===== config.mk =====
export PLATFORM = sky130hd
export DESIGN_NAME = fc_flow_ctl
export DESIGN_NICKNAME = d
export VERILOG_FILES = /design/src/rtl/fc_pkg.sv /design/src/rtl/fc_sync.sv /design/src/rtl/fc_rx_ctl.sv /design/src/rtl/fc_tx_gate.sv /design/src/rtl/fc_flow_ctl.sv
export SDC_FILE = /design/constraint.sdc
export NUM_CORES = 1
export LEC_CHECK = 0
export BUFFER_PORTS_ARGS = -buffer_cell sky130_fd_sc_hd__buf_2
export CAP_MARGIN = 20
export CORE_MARGIN = 8
export CORE_UTILIZATION = 25
export DETAILED_ROUTE_END_ITERATION = 7
export PLACE_DENSITY_LB_ADDON = 0.3
export SLEW_MARGIN = 20
export SYNTH_ARGS = -nofsm -noshare
export SYNTH_HDL_FRONTEND = slang
export SYNTH_HIERARCHICAL = 1
export SYNTH_SLANG_ARGS = --single-unit

===== constraint.sdc =====
create_clock -name clk_i -period 0.8 [get_ports clk_i]
set_input_delay 0 -clock clk_i [delete_from_list [all_inputs] [get_ports clk_i]]
set_output_delay 0 -clock clk_i [all_outputs]
set_load 0.1 [all_outputs]

===== src/rtl/fc_pkg.sv =====
package fc_pkg;
  function automatic int unsigned fc_rung(input int unsigned idx, input int unsigned depth);
    case (idx)
      0:       return depth / 8;
      1:       return depth / 4;
      2:       return depth / 2;
      3:       return (3 * depth) / 4;
      default: return depth;
    endcase
  endfunction
endpackage


===== src/rtl/fc_sync.sv =====
module fc_sync (
  input  logic clk_i,
  input  logic rst_ni,
  input  logic d_i,
  output logic q_o
);
  logic s1_q, s2_q;
  always_ff @(posedge clk_i or negedge rst_ni) begin
    if (!rst_ni) begin
      s1_q <= 1'b0;
      s2_q <= 1'b0;
    end else begin
      s1_q <= d_i;
      s2_q <= s1_q;
    end
  end
  assign q_o = s2_q;
endmodule


===== src/rtl/fc_rx_ctl.sv =====
module fc_rx_ctl #(
  parameter int unsigned DEPTH = 16,
  localparam int unsigned LVL_W = $clog2(DEPTH + 1)
) (
  input  logic             clk_i,
  input  logic             rst_ni,
  input  logic             auto_rts_en_i,
  input  logic [1:0]       trig_sel_i,
  input  logic [LVL_W-1:0] rx_level_i,
  output logic             hold_o,
  output logic             irq_o
);
  import fc_pkg::*;
  logic [LVL_W-1:0] thr_irq, thr_hi, thr_lo;
  logic hold_q, irq_q, hold_d;

  always_comb begin
    int unsigned s;
    s = 32'(trig_sel_i);
    thr_irq = LVL_W'(fc_rung(s + 1, DEPTH));
    thr_hi  = LVL_W'(fc_rung((s == 3) ? 4 : s + 2, DEPTH));
    thr_lo  = LVL_W'(fc_rung(s, DEPTH));
  end

  always_comb begin
    hold_d = hold_q;
    if (!auto_rts_en_i)           hold_d = 1'b0;
    else if (rx_level_i >= thr_hi) hold_d = 1'b1;
    else if (rx_level_i < thr_lo)  hold_d = 1'b0;
  end

  always_ff @(posedge clk_i or negedge rst_ni) begin
    if (!rst_ni) begin
      hold_q <= 1'b0;
      irq_q  <= 1'b0;
    end else begin
      hold_q <= hold_d;
      irq_q  <= auto_rts_en_i && (rx_level_i >= thr_irq);
    end
  end

  assign hold_o = hold_q;
  assign irq_o  = irq_q;
endmodule


===== src/rtl/fc_tx_gate.sv =====
module fc_tx_gate (
  input  logic auto_cts_en_i,
  input  logic cts_sync_i,
  input  logic tx_req_i,
  input  logic tx_busy_i,
  output logic stop_o,
  output logic tx_start_o
);
  assign stop_o     = auto_cts_en_i & cts_sync_i;
  // only gates the start of a character; a busy serializer is left alone
  assign tx_start_o = tx_req_i & ~tx_busy_i & ~stop_o;
endmodule


===== src/rtl/fc_flow_ctl.sv =====
module fc_flow_ctl #(
  parameter int unsigned DEPTH = 16,
  localparam int unsigned LVL_W = $clog2(DEPTH + 1)
) (
  input  logic             clk_i,
  input  logic             rst_ni,
  input  logic             auto_rts_en_i,
  input  logic             auto_cts_en_i,
  input  logic [1:0]       trig_sel_i,
  input  logic [LVL_W-1:0] rx_level_i,
  input  logic             sw_rts_i,
  input  logic             cts_i,
  input  logic             tx_req_i,
  input  logic             tx_busy_i,
  output logic             tx_start_o,
  output logic             rts_o,
  output logic             irq_o,
  output logic [1:0]       fc_state_o
);
  logic cts_s, hold, tx_stop;

  fc_sync u_cts_sync (
    .clk_i (clk_i),
    .rst_ni(rst_ni),
    .d_i   (cts_i),
    .q_o   (cts_s)
  );

  fc_rx_ctl #(.DEPTH(DEPTH)) u_rx (
    .clk_i        (clk_i),
    .rst_ni       (rst_ni),
    .auto_rts_en_i(auto_rts_en_i),
    .trig_sel_i   (trig_sel_i),
    .rx_level_i   (rx_level_i),
    .hold_o       (hold),
    .irq_o        (irq_o)
  );

  fc_tx_gate u_tx (
    .auto_cts_en_i(auto_cts_en_i),
    .cts_sync_i   (cts_s),
    .tx_req_i     (tx_req_i),
    .tx_busy_i    (tx_busy_i),
    .stop_o       (tx_stop),
    .tx_start_o   (tx_start_o)
  );

  assign rts_o      = auto_rts_en_i ? hold : sw_rts_i;
  assign fc_state_o = {tx_stop, hold};
endmodule


==> impl_metrics.json, run 1 <==
{
  "powerDensity_mw_per_mm2": 1230,
  "end_kind": "output pin",
  "yosys_warnings": 6,
  "synth_cell_types": 21,
  "timing.final.crit_period_ns": 1.14,
  "cts_buffer_depth": 2,
  "dr.pass1.iters": 4,
  "cp.arrival_ns": 1.14,
  "p_int_w": 0.000699,
  "grt_pass1_wl_mm": 2.05,
  "initialDrtViolationCount": 5,
  "tns_ns": -1.27,
  "p_seq_share_pct": 20.2,
  "switching_share_pct": 39.2,
  "hold_viol": 0,
  "top_level_ports": 20,
  "drive_gt1_share_pct": 56.3,
  "io_buffers": 19,
  "antennaDiodeCount": 0,
  "insertion_delay_ns": 0.23,
  "ys_ff_latch": 4,
  "grt-ovfl-total": 0,
  "slew_violations": 0,
  "cap_violations": 0,
  "cts_tree": "yes",
  "p_leak_nw": 0.457,
  "grt_pass1_vias": 522,
  "die-area_mm2": 0.00364,
  "synth_area_per_cell_um2": 8.94,
  "synth_fp_nets": 85,
  "die_width_um": 60.4,
  "area_growth_syn_to_layout_pct": 89.6,
  "start_kind": "flip-flop",
  "ys_seq_area_share_pct": 20.4,
  "design.core.area_mm2": 0.00190,
  "outcome": "finished, violations left",
  "drt-total-wl_mm": 1.29,
  "cts.sinks": 4,
  "synth_area_um2": 492,
  "drc_errors": 0,
  "p_sw_w": 0.000451,
  "combPwrFrac_pct": 56.1,
  "criticalPathCategory": "reg2out",
  "setup_viol": 7,
  "min_path_type": "in2reg",
  "htree_levels": 1,
  "max_freq_mhz": 879,
  "grtUsageTotal_pct": 7.35,
  "dieHeight_um": 60.4,
  "skew_ns": 0.00177,
  "worstPathRequired_ns": 0.80,
  "rsz0062_at_grt": "true",
  "nets": 118,
  "gp_congestion": 0.758,
  "path_max_fanout": 2,
  "hpwlAfterDp_mm": 1.12,
  "vias_per_cell": 4.12,
  "cts_buffers": 3,
  "vias": 470,
  "rows": 16,
  "drt-wirelength-per-cell_um": 11.3,
  "place_ws_ns": -0.625,
  "post-route-period-util_pct": 142,
  "fin_cells": 114,
  "pwr-share-clk_pct": 23.7,
  "cts-root-buf": "clkbuf_4",
  "postSynthCellCount": 55,
  "vdd_drop_max_v": 0.000714,
  "violations": "setup timing",
  "cts.clk_slew.worst_paths_ns": 0.04,
  "start_util_pct": 25.9,
  "layout_setup_ws_ns": -0.338,
  "place_inst": 107,
  "antenna_found_initial": 0,
  "ant_nets": 0,
  "grt_max_degree": 6,
  "holdWs_ns": 0.0540
}
[synth_stat cells]
master	n	area share [%]
o21ai_1	1	1.0
mux2_4	1	3.1
a21o_1	1	1.5
nor2_1	2	1.5
inv_2	1	0.76
nor2b_1	2	2.5
buf_4	2	3.1
nor3b_2	1	2.5
dfrtp_1	4	20
and2_4	1	1.8
o22ai_1	1	1.3
nand3_1	1	1.0
o21ai_0	3	3.1
nand2_1	4	3.1
a211oi_2	1	2.5
inv_1	9	6.9
conb_1	1	0.76
ha_1	15	38
a31oi_1	2	2.5
a21oi_1	1	1.0
o21bai_1	1	1.5
[layout make-up]
type	count	area [um^2]
clock buffers	4	26.3
fillers	177	970
inverters	10	55.1
multi-input cells	39	420
flip-flops and latches	4	101
well taps	27	33.8
repair buffers	30	295
[timing repair]
action	4_1_cts	5_1_grt
hold buffers	2	0
gates resized for setup	18	3
setup endpoints to repair	7	7
endpoints found under the hold margin	5	0
setup buffers	0	1
pin swaps	5	0
[per-stage QoR]
stage	cell area, um^2	power (W)	utilization [%]
6_report	932	0.00115	49.0
5_1_grt	932	0.00123	49.0
4_1_cts	910	0.00115	47.8
3_5_place_dp	781	0.000794	41.1
3_3_place_gp	781	0.000779	41.1
2_1_floorplan	547	0.000581	-
[cells by family (layout without fill, tap and decap cells)]
kind of cell	Yosys count	count (layout)	synth area share (%)
adder cells (fa/ha/maj)	15	15	38.2
buffers and inverters	12	44	10.7
AO/OA/AOI/OAI	11	11	14.5
AND/OR/NAND/NOR	11	11	12.5
flip-flops	4	4	20.4
other	1	1	0.763
multiplexers	1	1	3.05
[placed cells by master, fill, tap and decap left out, drive strengths merged]
master | Yosys | routed
nor2 | 2 | 2
o21bai | 1 | 1
and2 | 1 | 1
nand3 | 1 | 1
nor3b | 1 | 1
o21ai | 4 | 4
clkbuf | 0 | 4
conb | 1 | 1
dlygate4sd3 | 0 | 2
a21o | 1 | 1
nand2 | 4 | 4
a31oi | 2 | 2
buf | 2 | 28
o22ai | 1 | 1
a211oi | 1 | 1
inv | 10 | 10
a21oi | 1 | 1
mux2 | 1 | 1
ha | 15 | 15
dfrtp | 4 | 4
nor2b | 2 | 2
[registers in the layout, indices dropped and copies added, names as in the netlist]
name,count
u_cts_sync/q_o,1
u_cts_sync/s1_q,1
u_rx/hold_o,1
u_rx/irq_o,1
[worst paths after layout]
path                                  from               to  slack (ns)  depth (start not counted)
hold / removal               auto_rts_en_i       u_rx/irq_o        0.05                          3
hold reg to reg            u_cts_sync/s1_q   u_cts_sync/q_o        0.36                          0
max in group asynchronous           rst_ni       u_rx/irq_o        0.57                          2
min in group asynchronous           rst_ni  u_cts_sync/s1_q        0.10                          2
setup reg to reg               u_rx/hold_o      u_rx/hold_o       -0.06                          3
setup / recovery            u_cts_sync/q_o       tx_start_o       -0.34                          3
[critical path: stages, from the launching register on]
cell	delay, ns
dfrtp_1	0.36
and2_4	0.14
nor3b_4	0.20
buf_12	0.20
[per-layer routing]
layer	part of all wire [%]	vias up	track usage, %	routed length (um)
li1	-	245	-	-
met3	0.78	0	1.91	10
met4	0	0	2.04	0
met5	0	-	0	0
met2	66	3	16.2	853
met1	33	222	5.92	423
[power groups by stage]
| stage | Clock [W] | Combinational [W] | Sequential, W |
|---|---|---|---|
| after detailed placement | 0 | 0.000560 | 0.000234 |
| final | 0.000272 | 0.000645 | 0.000233 |
| after floorplan | 0 | 0.000309 | 0.000272 |
| after global placement | 0 | 0.000546 | 0.000233 |
| after CTS | 0.000282 | 0.000633 | 0.000233 |
| after global routing | 0.000303 | 0.000690 | 0.000234 |
Power figures use the tool's default switching activity.
==> inputs of run 2 (changes only) <==
Settings changed: RECOVER_POWER from default to 50.
==> run 2 against run 1 <==
  * The flow still finishes with violations (setup timing)
  * Global-route usage did not move
  * Sequential share of layout area barely moved
  * Combinational power hardly changed
  * Count of clock-buffer cells in the layout unchanged
  * First-iteration DRC count stayed put
  * Utilization is 0.066 points lower
  * Via count unchanged
  * Critical path type unchanged
  * Largest cell class unchanged
==> impl_metrics.json, run 2 (same netlist as run 1, synthesis figures left out) <==
{
  "timing.final.crit_period_ns": 1.14,
  "cts-root-buf": "clkbuf_4",
  "min_path_cells": 3,
  "design.core.area_mm2": 0.00190,
  "setup_viol": 7,
  "insertion_delay_ns": 0.23,
  "grt_max_degree": 6,
  "gp_congestion": 0.758,
  "min_from": "auto_rts_en_i",
  "hpwlAfterDp_mm": 1.12,
  "layout_commonest_cell": "buf_2",
  "grt-ovfl-total": 0,
  "drc_errors": 0,
  "violations": "setup timing",
  "start_util_pct": 25.9,
  "grt_pass1_vias": 522,
  "final_cell_mix": "11 x buf_2, 10 x ha_1, 7 x buf_12, 7 x buf_4, 5 x inv_1",
  "area_growth_syn_to_layout_pct": 89.3,
  "max_freq_mhz": 879,
  "skew_ns": 0.00177,
  "vias_per_cell": 4.12,
  "top_level_ports": 20,
  "io_buffers": 19,
  "cts_buffers": 3,
  "p_leak_nw": 0.454,
  "cts.sinks": 4,
  "worstPathRequired_ns": 0.80,
  "rsz0062_at_grt": "true",
  "path_max_fanout": 2,
  "cp.arrival_ns": 1.14,
  "worstPathCellList": "and2_4, nor3b_4, buf_12",
  "critical_path_depth": 3,
  "layout_setup_ws_ns": -0.338,
  "antennaDiodeCount": 0,
  "drive_gt1_share_pct": 55.2,
  "register_area_um2": 101,
  "r2r_cells": 3,
  "outcome": "finished, violations left",
  "htree_levels": 1,
  "min_to": "u_rx/irq_o",
  "powerDensity_mw_per_mm2": 1230,
  "die_width_um": 60.4,
  "grt_pass1_wl_mm": 2.05,
  "hold_viol": 0,
  "end_kind": "output pin",
  "nets": 118,
  "holdWs_ns": 0.0540,
  "dr.pass1.iters": 4,
  "initialDrtViolationCount": 5,
  "rrSetupSlack_ns": -0.06,
  "criticalPathCategory": "reg2out",
  "cp_slowest_stage_delay_ns": 0.36,
  "vias": 470,
  "start_kind": "flip-flop",
  "drt-total-wl_mm": 1.29,
  "fillers": 178,
  "cp_slowest_cell": "dfrtp_1",
  "slew_violations": 0,
  "critical_path_buf_inv_count": 1,
  "antenna_found_initial": 0,
  "cap_violations": 0,
  "rows": 16,
  "cts_tree": "yes",
  "reg2reg_to": "u_rx/hold_o",
  "place_inst": 107,
  "drt-wirelength-per-cell_um": 11.3,
  "fin_cells": 114,
  "min_path_type": "in2reg",
  "ant_nets": 0,
  "critPathTopFamily": "flip-flops",
  "cts_buffer_depth": 2,
  "multiInputGateArea_um2": 420,
  "die-area_mm2": 0.00364,
  "vdd_drop_max_v": 0.000713,
  "worstReg2RegStart": "u_rx/hold_o",
  "grtUsageTotal_pct": 7.35,
  "cts.clk_slew.worst_paths_ns": 0.04,
  "post-route-period-util_pct": 142,
  "dieHeight_um": 60.4
}
[run 2: cell count changes in the layout (fill, tap and decap cells not counted)]
cell,change
buf_2,-1
clkbuf_1,+1
[run 2: area by class of cell]
| cell class | count | share of cell area [%] |
|---|---|---|
| multi-input combinational | 39 | 45.2 |
| inverter | 10 | 5.91 |
| tap | 27 | 3.63 |
| clock buffer | 4 | 2.82 |
| timing repair buffer | 30 | 31.6 |
| sequential | 4 | 10.9 |
[run 2: how the worst max path moves through the flow]
stage                   startpoint           to  slack [ns]
CTS                 u_cts_sync/q_o   tx_start_o       -0.35
floorplan           u_cts_sync/q_o   tx_start_o       -0.51
finish              u_cts_sync/q_o   tx_start_o       -0.34
global placement     trig_sel_i[1]   u_rx/irq_o       -0.51
global route        u_cts_sync/q_o   tx_start_o       -0.38
detailed placement   trig_sel_i[1]  u_rx/hold_o       -0.62
[run 2: report_power, final]
| part | switching, W | internal (W) |
|---|---|---|
| clock | 0.0000847 | 0.000187 |
| combinational | 0.000356 | 0.000289 |
| sequential | 0.0000105 | 0.000222 |
[run 2: routing by layer]
layer,vias up,global-route usage [%],wire (um)
li1,245,-,-
met1,222,5.92,421
met2,3,16.2,853
met3,0,1.91,10
met4,0,2.04,0
met5,-,0,0
[run 2: through the flow]
stage / util (%) / area, um^2 / TNS, ns / worst slack [ns] / total power, W
after detailed placement: 41.1 / 781 / -1.34 / -0.625 / 0.000794
after global placement: 41.1 / 781 / -1.18 / -0.506 / 0.000779
final: 48.9 / 931 / -1.27 / -0.338 / 0.00115
after CTS: 47.8 / 910 / -1.25 / -0.354 / 0.00115
after global routing: 48.9 / 931 / -1.52 / -0.380 / 0.00123
after floorplan: - / 547 / -0.857 / -0.505 / 0.000581
[run 2: worst reg2reg max path: stages, from the launching register on]
cell and delay [ns]:
dfrtp_1 0.37, buf_6 0.12, a21oi_1 0.15, o22ai_1 0.09
[run 2: what timing repair did]
item,in CTS,in global routing
resized for setup,18,3
pin swaps,5,0
setup endpoints to repair,7,7
hold buffers,2,0
hold endpoints to repair,5,0
setup buffers,0,1
cloned,0,0
==> inputs of run 3 (changes only) <==
Settings changed: CORE_MARGIN 8 to default, REMOVE_ABC_BUFFERS from default to 1.
==> run 3 against run 2 <==
  * The flow still finishes with violations (setup timing)
  * Clock power down 5%
  * Die area is 41% lower
  * Cell area increased by 6.6%
  * Setup slack better by 0.0021 ns
  * Clock skew is 0.0076 ns higher
  * Worst hold slack got worse by 0.0096 ns
  * Routed wire length fell by 2.0%
  * Critical path type unchanged
  * Critical endpoint unchanged
  * Largest cell class unchanged
  * Highest routed layer unchanged
==> impl_metrics.json, run 3 (same netlist as run 1, synthesis figures left out) <==
{
  "timing.final.crit_period_ns": 1.14,
  "pwr-share-clk_pct": 21.9,
  "ant_nets": 0,
  "die-area_mm2": 0.00215,
  "p_seq_share_pct": 19.6,
  "setup_viol": 6,
  "powerDensity_mw_per_mm2": 1190,
  "critical_path_depth": 3,
  "gp_congestion": 0.732,
  "p_sw_w": 0.000472,
  "layout_commonest_cell": "buf_2",
  "worstPathCellList": "and2_4, nor3b_4, buf_12",
  "dieHeight_um": 46.4,
  "critical_path_buf_inv_count": 1,
  "p_total_w": 0.00118,
  "postCtsSetupRepairBufs": 0,
  "drt-wirelength-per-cell_um": 10.9,
  "final_cell_mix": "11 x buf_2, 10 x buf_4, 8 x ha_1",
  "io_buffers": 19,
  "fillers": 158,
  "min_path_type": "in2reg",
  "cts_buffers": 3,
  "criticalPathCategory": "reg2out",
  "switching_share_pct": 39.9,
  "r2r_cells": 3,
  "area_growth_syn_to_layout_pct": 102,
  "grt_max_degree": 5,
  "drc_errors": 0,
  "antenna_found_initial": 0,
  "holdWs_ns": 0.0444,
  "grt-ovfl-total": 0,
  "grtUsageTotal_pct": 13.7,
  "vias_per_cell": 4.25,
  "vdd_drop_max_v": 0.000459,
  "cts-root-buf": "clkbuf_4",
  "cts_tree": "yes",
  "slew_violations": 0,
  "rows": 15,
  "design_area_um2": 992,
  "cts_buffer_depth": 2,
  "initialDrtViolationCount": 2,
  "skew_ns": 0.00936,
  "cp_slowest_cell": "dfrtp_1",
  "register_area_um2": 100,
  "violations": "setup timing",
  "design.core.area_mm2": 0.00178,
  "rsz0062_at_grt": "true",
  "multiInputGateArea_um2": 465,
  "cts.sinks": 4,
  "grt_pass1_wl_mm": 2.04,
  "nets": 122,
  "hold_viol": 0,
  "hpwlAfterDp_um": 944,
  "outcome": "finished, violations left",
  "cts.clk_slew.worst_paths_ns": 0.04,
  "start_kind": "flip-flop",
  "path_max_fanout": 2,
  "place_area_um2": 761,
  "critPathTopFamily": "flip-flops",
  "cap_violations": 0,
  "drive_gt1_share_pct": 62.2,
  "post-route-period-util_pct": 142,
  "min_path_cells": 3,
  "max_freq_mhz": 880,
  "cp.arrival_ns": 1.14,
  "fin_cells": 115,
  "p_leak_nw": 0.476,
  "drt-total-wl_mm": 1.26,
  "cp_slowest_stage_delay_ns": 0.35,
  "place_inst": 110,
  "vias": 489,
  "end_kind": "output pin",
  "p_int_w": 0.000712,
  "dr.pass1.iters": 4,
  "insertion_delay_ns": 0.24,
  "combPwrFrac_pct": 58.6,
  "die_width_um": 46.4,
  "worstPathRequired_ns": 0.80,
  "grt_pass1_vias": 512,
  "htree_levels": 1,
  "antennaDiodeCount": 0,
  "layout_setup_ws_ns": -0.336,
  "start_util_pct": 27.6,
  "top_level_ports": 20
}
run 3: changes by cell type in the layout (fill, tap and decap cells not counted), sizes merged:
cell | previous run | this run
buf | 27 | 31
clkbuf | 5 | 4
run 3: path summary, 6_finish.rpt:
kind,startpoint,to,slack (ns)
setup / recovery,u_cts_sync/q_o,tx_start_o,-0.34
hold / removal,auto_rts_en_i,u_rx/hold_o,0.04
setup reg to reg,u_rx/hold_o,u_rx/hold_o,-0.04
hold reg to reg,u_cts_sync/s1_q,u_cts_sync/q_o,0.33
max in group asynchronous,rst_ni,u_rx/irq_o,0.47
min in group asynchronous,rst_ni,u_cts_sync/q_o,0.12
run 3: tightest hold or removal path, cell delays in order:
cell and delay (ns):
buf_2 0.13, inv_1 0.05, o22ai_1 0.06
run 3: routing by layer:
metal  GRT usage [%]  part of all wire, %  vias to the layer above
li1                -                    -                      249
met1            13.8                   37                      231
met2            26.1                   61                        9
met3            3.92                  2.5                        0
met4            4.71                    0                        0
met5               0                    0                        -
run 3: what timing repair did:
action	CTS	global route
hold buffers	2	0
resized for setup	36	8
setup endpoints to repair	7	7
endpoints found under the hold margin	5	0
pin swaps	13	8
run 3: metrics by stage:
step                TNS [ns]  setup slack [ns]  utilization [%]
global placement       -1.16            -0.545             42.7
global route           -1.33            -0.379             55.6
floorplan              -2.46             -1.02                -
CTS                    -1.23            -0.354             54.2
detailed placement     -1.23            -0.602             42.7
finish                 -1.13            -0.336             55.6
run 3: layout make-up:
type	count	area share (%)
multi-input combinational	39	46.9
tap	25	3.15
clock buffer	3	2.27
inverter	10	4.54
timing repair buffer	34	33.0
sequential	4	10.1
run 3: power by group through the flow:
| stage | combinational, W | clock [W] | sequential [W] |
|---|---|---|---|
| 2_1_floorplan | 0.000224 | 0 | 0.000325 |
| 3_3_place_gp | 0.000536 | 0 | 0.000233 |
| 3_5_place_dp | 0.000550 | 0 | 0.000234 |
| 4_1_cts | 0.000669 | 0.000275 | 0.000232 |
| 5_1_grt | 0.000752 | 0.000277 | 0.000233 |
| 6_report | 0.000694 | 0.000259 | 0.000232 |
